## config.mk

```make
export PLATFORM = sky130hd
export DESIGN_NAME = quad_interval_timer
export DESIGN_NICKNAME = d
export VERILOG_FILES = /design/src/rtl/qit_pkg.sv /design/src/rtl/qit_bus_decode.sv /design/src/rtl/qit_channel.sv /design/src/rtl/qit_read_mux.sv /design/src/rtl/quad_interval_timer.sv
export SDC_FILE = /design/constraint.sdc
export NUM_CORES = 1
export LEC_CHECK = 0
export BUFFER_PORTS_ARGS = -buffer_cell sky130_fd_sc_hd__buf_2
export CORE_ASPECT_RATIO = 0.5
export CORE_MARGIN = 4
export CORE_UTILIZATION = 55
export DETAILED_ROUTE_END_ITERATION = 10
export GPL_TIMING_DRIVEN = 0
export HOLD_SLACK_MARGIN = 0.06
export PLACE_DENSITY = 0.79
export RECOVER_POWER = 25
export SLEW_MARGIN = 15
export SYNTH_ARGS = -nofsm -noshare
export SYNTH_HDL_FRONTEND = slang
export SYNTH_HIERARCHICAL = 1
export SYNTH_SLANG_ARGS = --single-unit
```

## constraint.sdc

```tcl
create_clock -name clk -period 2.8 [get_ports clk]
set_input_delay 0 -clock clk [delete_from_list [all_inputs] [get_ports clk]]
set_output_delay 0 -clock clk [all_outputs]
set_load 0.005 [all_outputs]
```

## src/rtl/qit_pkg.sv

```systemverilog
// Shared constants and types for the four-channel interval timer.
// Assumes byte addressing with 32-bit aligned registers.
package qit_pkg;
    localparam int N_CH     = 4;
    localparam int DATA_W   = 32;
    localparam int ADDR_W   = 9;
    localparam int WIN_BITS = 6;                 // 64-byte window per channel

    localparam logic [WIN_BITS-1:0] OFS_RESET  = 6'h00;
    localparam logic [WIN_BITS-1:0] OFS_START  = 6'h04;
    localparam logic [WIN_BITS-1:0] OFS_STOP   = 6'h08;
    localparam logic [WIN_BITS-1:0] OFS_MODE   = 6'h0C;
    localparam logic [WIN_BITS-1:0] OFS_STAT   = 6'h10;
    localparam logic [WIN_BITS-1:0] OFS_COUNT  = 6'h14;
    localparam logic [WIN_BITS-1:0] OFS_TERM   = 6'h18;
    localparam logic [WIN_BITS-1:0] OFS_IRQEN  = 6'h1C;
    localparam logic [WIN_BITS-1:0] OFS_ACK    = 6'h20;
    localparam logic [ADDR_W-1:0]   ADR_CLKREQ = 9'h100;

    localparam int ACK_BIT = 7;

    typedef enum logic [3:0] {
        CH_IDLE    = 4'd1,
        CH_RUNNING = 4'd2
    } ch_state_e;

    typedef struct packed {
        logic pend;
        logic irq_en;
        logic one_shot;
        logic running;
        ch_state_e state;
    } ch_status_t;
endpackage

```

## src/rtl/qit_bus_decode.sv

```systemverilog
// Write decoder: turns one bus write into per-channel command and
// register-write strobes plus the shared clock-request write.
// Assumes bus_wr is a one-cycle strobe with a stable address.
module qit_bus_decode
    import qit_pkg::*;
#(
    parameter int NCH = N_CH,
    parameter int AW  = ADDR_W
) (
    input  logic [AW-1:0]  addr_i,
    input  logic           wr_i,
    output logic [NCH-1:0] cmd_rst_o,
    output logic [NCH-1:0] cmd_start_o,
    output logic [NCH-1:0] cmd_stop_o,
    output logic [NCH-1:0] wr_mode_o,
    output logic [NCH-1:0] wr_term_o,
    output logic [NCH-1:0] wr_irqen_o,
    output logic [NCH-1:0] wr_ack_o,
    output logic           wr_clkreq_o
);
    localparam int SEL_W = AW - 1 - WIN_BITS;

    logic               in_ch_space;
    logic [SEL_W-1:0]   ch_sel;
    logic [WIN_BITS-1:0] ofs;

    assign in_ch_space = ~addr_i[AW-1];
    assign ch_sel      = addr_i[AW-2:WIN_BITS];
    assign ofs         = addr_i[WIN_BITS-1:0];
    assign wr_clkreq_o = wr_i && (addr_i == ADR_CLKREQ);

    for (genvar g = 0; g < NCH; g++) begin : g_dec
        logic hit;
        // Per-channel window select, then offset decode.
        always_comb begin
            hit             = wr_i && in_ch_space && (ch_sel == SEL_W'(g));
            cmd_rst_o[g]    = hit && (ofs == OFS_RESET);
            cmd_start_o[g]  = hit && (ofs == OFS_START);
            cmd_stop_o[g]   = hit && (ofs == OFS_STOP);
            wr_mode_o[g]    = hit && (ofs == OFS_MODE);
            wr_term_o[g]    = hit && (ofs == OFS_TERM);
            wr_irqen_o[g]   = hit && (ofs == OFS_IRQEN);
            wr_ack_o[g]     = hit && (ofs == OFS_ACK);
        end
    end
endmodule

```

## src/rtl/qit_channel.sv

```systemverilog
// One interval-timer channel: 32-bit up-counter, terminal compare,
// continuous or single-shot operation, pending flag and masked IRQ.
// Assumes tick_i is already qualified by the shared clock request.
// Priority: reset command > stop/start command > counting.
module qit_channel
    import qit_pkg::*;
#(
    parameter int DW = DATA_W
) (
    input  logic          clk,
    input  logic          rst_n,
    input  logic          tick_i,
    input  logic          cmd_rst_i,
    input  logic          cmd_start_i,
    input  logic          cmd_stop_i,
    input  logic          wr_mode_i,
    input  logic          wr_term_i,
    input  logic          wr_irqen_i,
    input  logic          wr_ack_i,
    input  logic [DW-1:0] wdata_i,
    output logic [DW-1:0] count_o,
    output logic [DW-1:0] term_o,
    output ch_status_t    status_o,
    output logic          irq_o
);
    logic [DW-1:0] count_q, term_q;
    logic          running_q, one_shot_q, irq_en_q, pend_q;
    logic          advance, hit, ack_clr, cmd_any;

    // Qualify this cycle's tick and detect a terminal match.
    always_comb begin
        cmd_any = cmd_start_i || cmd_stop_i;
        advance = tick_i && running_q && !cmd_any && !cmd_rst_i;
        hit     = advance && (count_q == term_q);
        ack_clr = wr_ack_i && wdata_i[ACK_BIT];
    end

    // Configuration registers written from the bus.
    always_ff @(posedge clk) begin
        if (!rst_n) begin
            term_q     <= '1;
            one_shot_q <= 1'b0;
            irq_en_q   <= 1'b0;
        end else begin
            if (wr_term_i)  term_q     <= wdata_i;
            if (wr_mode_i)  one_shot_q <= wdata_i[0];
            if (wr_irqen_i) irq_en_q   <= wdata_i[0];
        end
    end

    // Run state, counter and pending flag.
    always_ff @(posedge clk) begin
        if (!rst_n) begin
            count_q   <= '0;
            running_q <= 1'b0;
            pend_q    <= 1'b0;
        end else if (cmd_rst_i) begin
            count_q   <= '0;
            running_q <= 1'b0;
            pend_q    <= 1'b0;
        end else begin
            if (cmd_stop_i)                running_q <= 1'b0;
            else if (cmd_start_i)          running_q <= 1'b1;
            else if (hit && one_shot_q)    running_q <= 1'b0;

            if (advance) begin
                if (!hit)                  count_q <= count_q + 1'b1;
                else if (!one_shot_q)      count_q <= '0;
            end

            if (hit)                       pend_q <= 1'b1;
            else if (ack_clr)              pend_q <= 1'b0;
        end
    end

    // Status packing and the masked interrupt line.
    always_comb begin
        status_o.pend     = pend_q;
        status_o.irq_en   = irq_en_q;
        status_o.one_shot = one_shot_q;
        status_o.running  = running_q;
        status_o.state    = running_q ? CH_RUNNING : CH_IDLE;
        irq_o             = pend_q & irq_en_q;
    end

    assign count_o = count_q;
    assign term_o  = term_q;

    AST_CNT_HOLD: assert property (@(posedge clk) disable iff (!rst_n)
        (!tick_i && !cmd_rst_i) |=> $stable(count_q));
    AST_CNT_STEP: assert property (@(posedge clk) disable iff (!rst_n)
        (tick_i && running_q && !cmd_any && !cmd_rst_i && count_q != term_q)
        |=> (count_q == $past(count_q) + 1'b1));
    AST_WRAP_ZERO: assert property (@(posedge clk) disable iff (!rst_n)
        (hit && !one_shot_q) |=> (count_q == '0 && pend_q && running_q));
    AST_ONESHOT_STOP: assert property (@(posedge clk) disable iff (!rst_n)
        (hit && one_shot_q) |=> (!running_q && pend_q && $stable(count_q)));
    AST_RST_CLEAR: assert property (@(posedge clk) disable iff (!rst_n)
        cmd_rst_i |=> (count_q == '0 && !pend_q && !running_q));
    AST_STOP_FREEZE: assert property (@(posedge clk) disable iff (!rst_n)
        (cmd_stop_i && !cmd_rst_i) |=> (!running_q && $stable(count_q)));
    AST_ACK_CLEAR: assert property (@(posedge clk) disable iff (!rst_n)
        (ack_clr && !hit && !cmd_rst_i) |=> !pend_q);
    AST_MATCH_WINS: assert property (@(posedge clk) disable iff (!rst_n)
        hit |=> pend_q);
    AST_IRQ_MASKED: assert property (@(posedge clk) disable iff (!rst_n)
        !irq_en_q |-> !irq_o);
endmodule

```

## src/rtl/qit_read_mux.sv

```systemverilog
// Read-data multiplexer for all channel windows and the shared
// clock-request register. Write-only and unmapped addresses read 0.
module qit_read_mux
    import qit_pkg::*;
#(
    parameter int NCH = N_CH,
    parameter int DW  = DATA_W,
    parameter int AW  = ADDR_W
) (
    input  logic [AW-1:0]          addr_i,
    input  logic [NCH-1:0][DW-1:0] count_i,
    input  logic [NCH-1:0][DW-1:0] term_i,
    input  ch_status_t [NCH-1:0]   status_i,
    input  logic                   clkreq_i,
    output logic [DW-1:0]          rdata_o
);
    localparam int SEL_W = AW - 1 - WIN_BITS;

    // Select a channel by address bits, then the register by offset.
    always_comb begin
        logic [SEL_W-1:0]    ch;
        logic [WIN_BITS-1:0] ofs;
        ch      = addr_i[AW-2:WIN_BITS];
        ofs     = addr_i[WIN_BITS-1:0];
        rdata_o = '0;
        if (addr_i == ADR_CLKREQ) begin
            rdata_o = DW'(clkreq_i);
        end else if (!addr_i[AW-1]) begin
            case (ofs)
                OFS_STAT:  rdata_o = DW'(status_i[ch]);
                OFS_COUNT: rdata_o = count_i[ch];
                OFS_TERM:  rdata_o = term_i[ch];
                default:   rdata_o = '0;
            endcase
        end
    end
endmodule

```

## src/rtl/quad_interval_timer.sv

```systemverilog
// Top level: four interval-timer channels behind a simple register bus,
// with a shared clock-request bit gating every channel's tick input.
// Assumes one-cycle write strobes; reads are combinational.
module quad_interval_timer
    import qit_pkg::*;
(
    input  logic        clk,
    input  logic        rst_n,
    input  logic [8:0]  bus_addr,
    input  logic        bus_wr,
    input  logic [31:0] bus_wdata,
    output logic [31:0] bus_rdata,
    input  logic [3:0]  tick_en,
    output logic [3:0]  irq
);
    logic [N_CH-1:0] cmd_rst, cmd_start, cmd_stop;
    logic [N_CH-1:0] wr_mode, wr_term, wr_irqen, wr_ack;
    logic            wr_clkreq, clkreq_q;
    logic [N_CH-1:0][DATA_W-1:0] count_all, term_all;
    ch_status_t [N_CH-1:0]       status_all;

    // Shared clock-request bit.
    always_ff @(posedge clk) begin
        if (!rst_n)         clkreq_q <= 1'b0;
        else if (wr_clkreq) clkreq_q <= bus_wdata[0];
    end

    qit_bus_decode #(.NCH(N_CH), .AW(ADDR_W)) dec_i (
        .addr_i      (bus_addr),
        .wr_i        (bus_wr),
        .cmd_rst_o   (cmd_rst),
        .cmd_start_o (cmd_start),
        .cmd_stop_o  (cmd_stop),
        .wr_mode_o   (wr_mode),
        .wr_term_o   (wr_term),
        .wr_irqen_o  (wr_irqen),
        .wr_ack_o    (wr_ack),
        .wr_clkreq_o (wr_clkreq)
    );

    for (genvar g = 0; g < N_CH; g++) begin : g_ch
        qit_channel #(.DW(DATA_W)) ch_i (
            .clk         (clk),
            .rst_n       (rst_n),
            .tick_i      (tick_en[g] & clkreq_q),
            .cmd_rst_i   (cmd_rst[g]),
            .cmd_start_i (cmd_start[g]),
            .cmd_stop_i  (cmd_stop[g]),
            .wr_mode_i   (wr_mode[g]),
            .wr_term_i   (wr_term[g]),
            .wr_irqen_i  (wr_irqen[g]),
            .wr_ack_i    (wr_ack[g]),
            .wdata_i     (bus_wdata),
            .count_o     (count_all[g]),
            .term_o      (term_all[g]),
            .status_o    (status_all[g]),
            .irq_o       (irq[g])
        );
    end

    qit_read_mux #(.NCH(N_CH), .DW(DATA_W), .AW(ADDR_W)) rmux_i (
        .addr_i   (bus_addr),
        .count_i  (count_all),
        .term_i   (term_all),
        .status_i (status_all),
        .clkreq_i (clkreq_q),
        .rdata_o  (bus_rdata)
    );

    AST_CLKREQ_GATE: assert property (@(posedge clk) disable iff (!rst_n)
        (!clkreq_q && !bus_wr) |=> ($stable(count_all)));
    AST_ONEHOT_CMD: assert property (@(posedge clk) disable iff (!rst_n)
        $onehot0({cmd_rst, cmd_start, cmd_stop, wr_ack}));
endmodule

```

==> flow_metrics.tcl <==
set metrics [dict create \
    synth_top_area_share_pct 30.9 \
    timing.hold.worst.class "in -> reg" \
    switching_power_summed_over_all_nets_mw 1.95 \
    whs_ps 123 \
    warnings_synthesis 6 \
    sinks_on_the_clock_net 273 \
    power_frac_clock_pct 47.5 \
    end_kind "register" \
    detail_route.drc_violations 0 \
    final.setup.tns_ps 0 \
    die_h_um 135 \
    timing.final.max_slew_violations 0 \
    period_share_pct 99.8 \
    drtAntennaViolNets 0 \
    syn-instance-count 1977 \
    postSynthRegisterBits 273 \
    core_region_area_sq_mm 0.0317 \
    register_clock_pin_slew_on_the_reported_worst_setup_and_hold_paths_ps 70 \
    power_frac_comb_pct 5.5 \
    reg_area_sq_mm 0.00547 \
    layout-drive-gt1-share_pct 16.2 \
    grt_setup_unrepaired "no" \
    crit_chain "clkbuf_1, xnor2_1, nand4_1, nor4_4, nand2_2, clkbuf_1, a32o_1" \
    dp_hpwl_um 51000 \
    ctsLongestPathBuffers 3 \
    slew_headroom_pct 33.3 \
    most_used_cell_cp "sky130_fd_sc_hd__clkbuf_1" \
    largest_incremental_delay_on_the_critical_path_ps 610 \
    global_routing_usage_on_met2_pct 52.9 \
    grt_util_met3_pct 21.2 \
    crit_slowest_cell "sky130_fd_sc_hd__nor4_4" \
    initial_utilization_pct 55.8 \
    worstPathMaxFanout 10 \
    synth_enable_flop_cells 0 \
    critical_path_depth 7 \
    max_cap_violations 0 \
    gr-total-overflow 0 \
    switching_share_pct 23.6 \
    avgSynthCellArea_sq_um 8.96 \
    ff2ff_path_depth 7 \
    share_of_power_burned_in_registers_pct 47.1 \
    tritoncts "built" \
    worst-slew-pin-transition_ps 1000 \
    multiInputGateArea_sq_mm 0.0110 \
    io_buffers 83 \
    synth_async_sr_flop_share_pct 0 \
    synth.top_cells.by_count "273 x sky130_fd_sc_hd__dfxtp_1, 250 x sky130_fd_sc_hd__nand2_1, 149 x sky130_fd_sc_hd__mux2i_1, 149 x sky130_fd_sc_hd__nor2_1, 128 x sky130_fd_sc_hd__xnor2_1" \
    worst_ir_drop_vdd_mv 0.384 \
    top_usage_layer "met2" \
    finish.net_count 2191 \
    cts_root_buf "sky130_fd_sc_hd__clkbuf_16" \
    dr.pass1.iters 8 \
    worst_hold_path.num_cells 6 \
    netlist_top_cells_area "sky130_fd_sc_hd__dfxtp_1 31%, sky130_fd_sc_hd__mux2i_1 8.4%, sky130_fd_sc_hd__xnor2_1 6.3%, sky130_fd_sc_hd__mux4_2 6.1%, sky130_fd_sc_hd__nand2_1 5.3%" \
    final-setup-viol-count 0 \
    final_hold_viol_count 0 \
    library_cell_with_the_largest_summed_area_after_synthesis "sky130_fd_sc_hd__dfxtp_1" \
    worst_ep_required_time_ps 3250 \
    antenna_found_initial 4 \
    drt-total-wl_um 67900 \
    clock_insertion_delay_worst_skew_ps 570 \
    first_global_vias 15500 \
    worst_setup_path_start_kind "register" \
    netlist_area_sq_mm 0.0177 \
    cts_buffers 27 \
    fmax_mhz 358 \
    cts-htree-levels 1 \
    power.density_cell_area_mw_per_mm2 412 \
    area_grow_syn2layout_pct 13.1 \
    final_routed_wire_length_divided_by_cell_count_um 26.2 \
    detailroute.via_count 17200 \
    grt_first_pass_wirelength_um 97900 \
    synth.lib_cells_used.distinct 60 \
    run_status "finished, final reports clean" \
    detail_route.vias_per_cell 6.65 \
    floorplan.io_pins 84 \
    timing.clock.skew_ps 15.7 \
    fp.dieArea_sq_mm 0.0353 \
    yosysMostFrequentCell "sky130_fd_sc_hd__dfxtp_1" \
    gp_congestion 1.07 \
    synth-main-ff-cell "sky130_fd_sc_hd__dfxtp_1" \
    fill_cells 2691 \
    cp_num_buf_inv 2 \
    gr-usage-all-layers_pct 37.1 \
    power_report.internal_total_mw 6.31 \
    critical-path-top-delay-family "simple AND/OR/NAND/NOR gates" \
    drtIter0Drc 3165 \
    cellLeakagePower_nw 6.76 \
    grt_max_degree 15 \
    std_cell_rows 46 \
    yosysSeqAreaShare_pct 30.9 \
    timing.setup.critical_path_class "reg -> reg" \
    timing.critical_path.arrival_ps 3240 \
    floorplan.die.width_um 262 \
    grtUsageMet1_pct 48.5 \
    min_period_ps 2790 \
]
==> sequential cells by signal, summed over array words and instances (netlist names) <==
| name | flops |
|---|---|
| g_ch.ch_i/running_q | 4 |
| g_ch.ch_i/pend_q | 4 |
| g_ch.ch_i/count_o | 128 |
| g_ch.ch_i/irq_en_q | 4 |
| g_ch.ch_i/term_o | 128 |
| g_ch.ch_i/one_shot_q | 4 |
| clkreq_q | 1 |
==> timing repair <==
item                                    in CTS  in global routing
endpoints found under the setup margin       7                 70
setup buffers                                0                  6
hold buffers                                40                  0
hold endpoints to repair                   141                  0
gates resized for setup                      1                  2
pin swaps                                    0                  3
==> layer usage <==
metal  up-vias  wire length [um]
met4         4              2100
met5         -                29
met3       177             12900
met2      1344             27300
li1       7489                 -
met1      8213             25600
==> area by class of cell <==
class / count / area share (%)
Sequential cell: 273 / 27.3
Timing Repair Buffer: 129 / 4.11
Inverter: 21 / 0.394
Tap cell: 432 / 2.70
Clock buffer: 40 / 4.02
Clock inverter: 8 / 0.625
Antenna cell: 1 / 0.0125
Buffer: 208 / 5.71
Multi-Input combinational cell: 1479 / 55.1
==> through the flow <==
stage / total power [mW] / util (%) / area, sq um / instances / worst slack, ps
floorplan: 4.20 / - / 17700 / 1981 / 619
global placement: 4.36 / 58.9 / 18700 / 2496 / -527
detailed placement: 4.36 / 58.9 / 18700 / 2496 / -608
CTS: 8.24 / 63.1 / 20000 / 2584 / 30.4
global route: 8.42 / 63.1 / 20000 / 2590 / 1.15
finish: 8.26 / 63.1 / 20000 / 2591 / 6.91
==> tightest hold or removal path: cells and delay by family <==
kind | cells | cell delay [ps]
buf+inv | 1 | 120
compound gates | 1 | 60
simple gates | 4 | 450
==> path summary, 6_finish.rpt <==
| check | end | startpoint | slack [ps] |
|---|---|---|---|
| min reg2reg | g_ch[2].ch_i/term_o[31] | g_ch[2].ch_i/term_o[31] | 530 |
| max reg2reg | g_ch[1].ch_i/count_o[23] | g_ch[1].ch_i/count_o[20] | 7 |
| max | g_ch[1].ch_i/count_o[23] | g_ch[1].ch_i/count_o[20] | 7 |
| min | g_ch[0].ch_i/pend_q | bus_addr[5] | 120 |
==> kinds of logic (layout without fill, tap and decap cells) <==
group / Yosys count / count (layout) / synth area share (%)
DFF: 273 / 273 / 30.9
AOI/OAI and AO/OA: 287 / 287 / 10.8
adders and majority gates: 4 / 4 / 0.283
other: 4 / 9 / 0.0848
xor gates and xnor gates: 128 / 128 / 6.33
and+or+nand+nor: 787 / 787 / 23.8
buffers and inverters: 229 / 406 / 6.90
muxes: 265 / 265 / 20.9
==> power groups by stage <==
| stage | Combinational (mW) | Sequential (mW) | Clock [mW] |
|---|---|---|---|
| detailed placement | 0.389 | 3.97 | 0 |
| floorplan | 0.224 | 3.97 | 0 |
| global route | 0.464 | 3.88 | 4.08 |
| CTS | 0.430 | 3.88 | 3.92 |
| global placement | 0.385 | 3.97 | 0 |
| finish | 0.452 | 3.88 | 3.92 |
==> layout by cell type (no fill, tap or decap), types with 21 or more instances in the layout <==
| cell type | instances |
|---|---|
| sky130_fd_sc_hd__inv_1 | 21 |
| sky130_fd_sc_hd__clkbuf_1 | 115 |
| sky130_fd_sc_hd__nand4_1 | 76 |
| sky130_fd_sc_hd__mux4_1 | 24 |
| sky130_fd_sc_hd__nand3_1 | 107 |
| sky130_fd_sc_hd__mux2i_1 | 149 |
| sky130_fd_sc_hd__a22oi_1 | 64 |
| sky130_fd_sc_hd__buf_4 | 31 |
| sky130_fd_sc_hd__nor2_1 | 149 |
| sky130_fd_sc_hd__xnor2_1 | 128 |
| sky130_fd_sc_hd__nor3_1 | 40 |
| sky130_fd_sc_hd__buf_6 | 21 |
| sky130_fd_sc_hd__dlygate4sd3_1 | 40 |
| sky130_fd_sc_hd__o21a_1 | 32 |
| sky130_fd_sc_hd__a21oi_1 | 81 |
| sky130_fd_sc_hd__mux2_2 | 28 |
| sky130_fd_sc_hd__nand2_1 | 250 |
| sky130_fd_sc_hd__clkbuf_16 | 27 |
| sky130_fd_sc_hd__mux4_2 | 48 |
| sky130_fd_sc_hd__buf_2 | 107 |
| sky130_fd_sc_hd__dfxtp_1 | 273 |
| sky130_fd_sc_hd__nor4_1 | 40 |
| sky130_fd_sc_hd__o21ai_0 | 48 |
No activity file was read; power rests on OpenSTA's default activity.
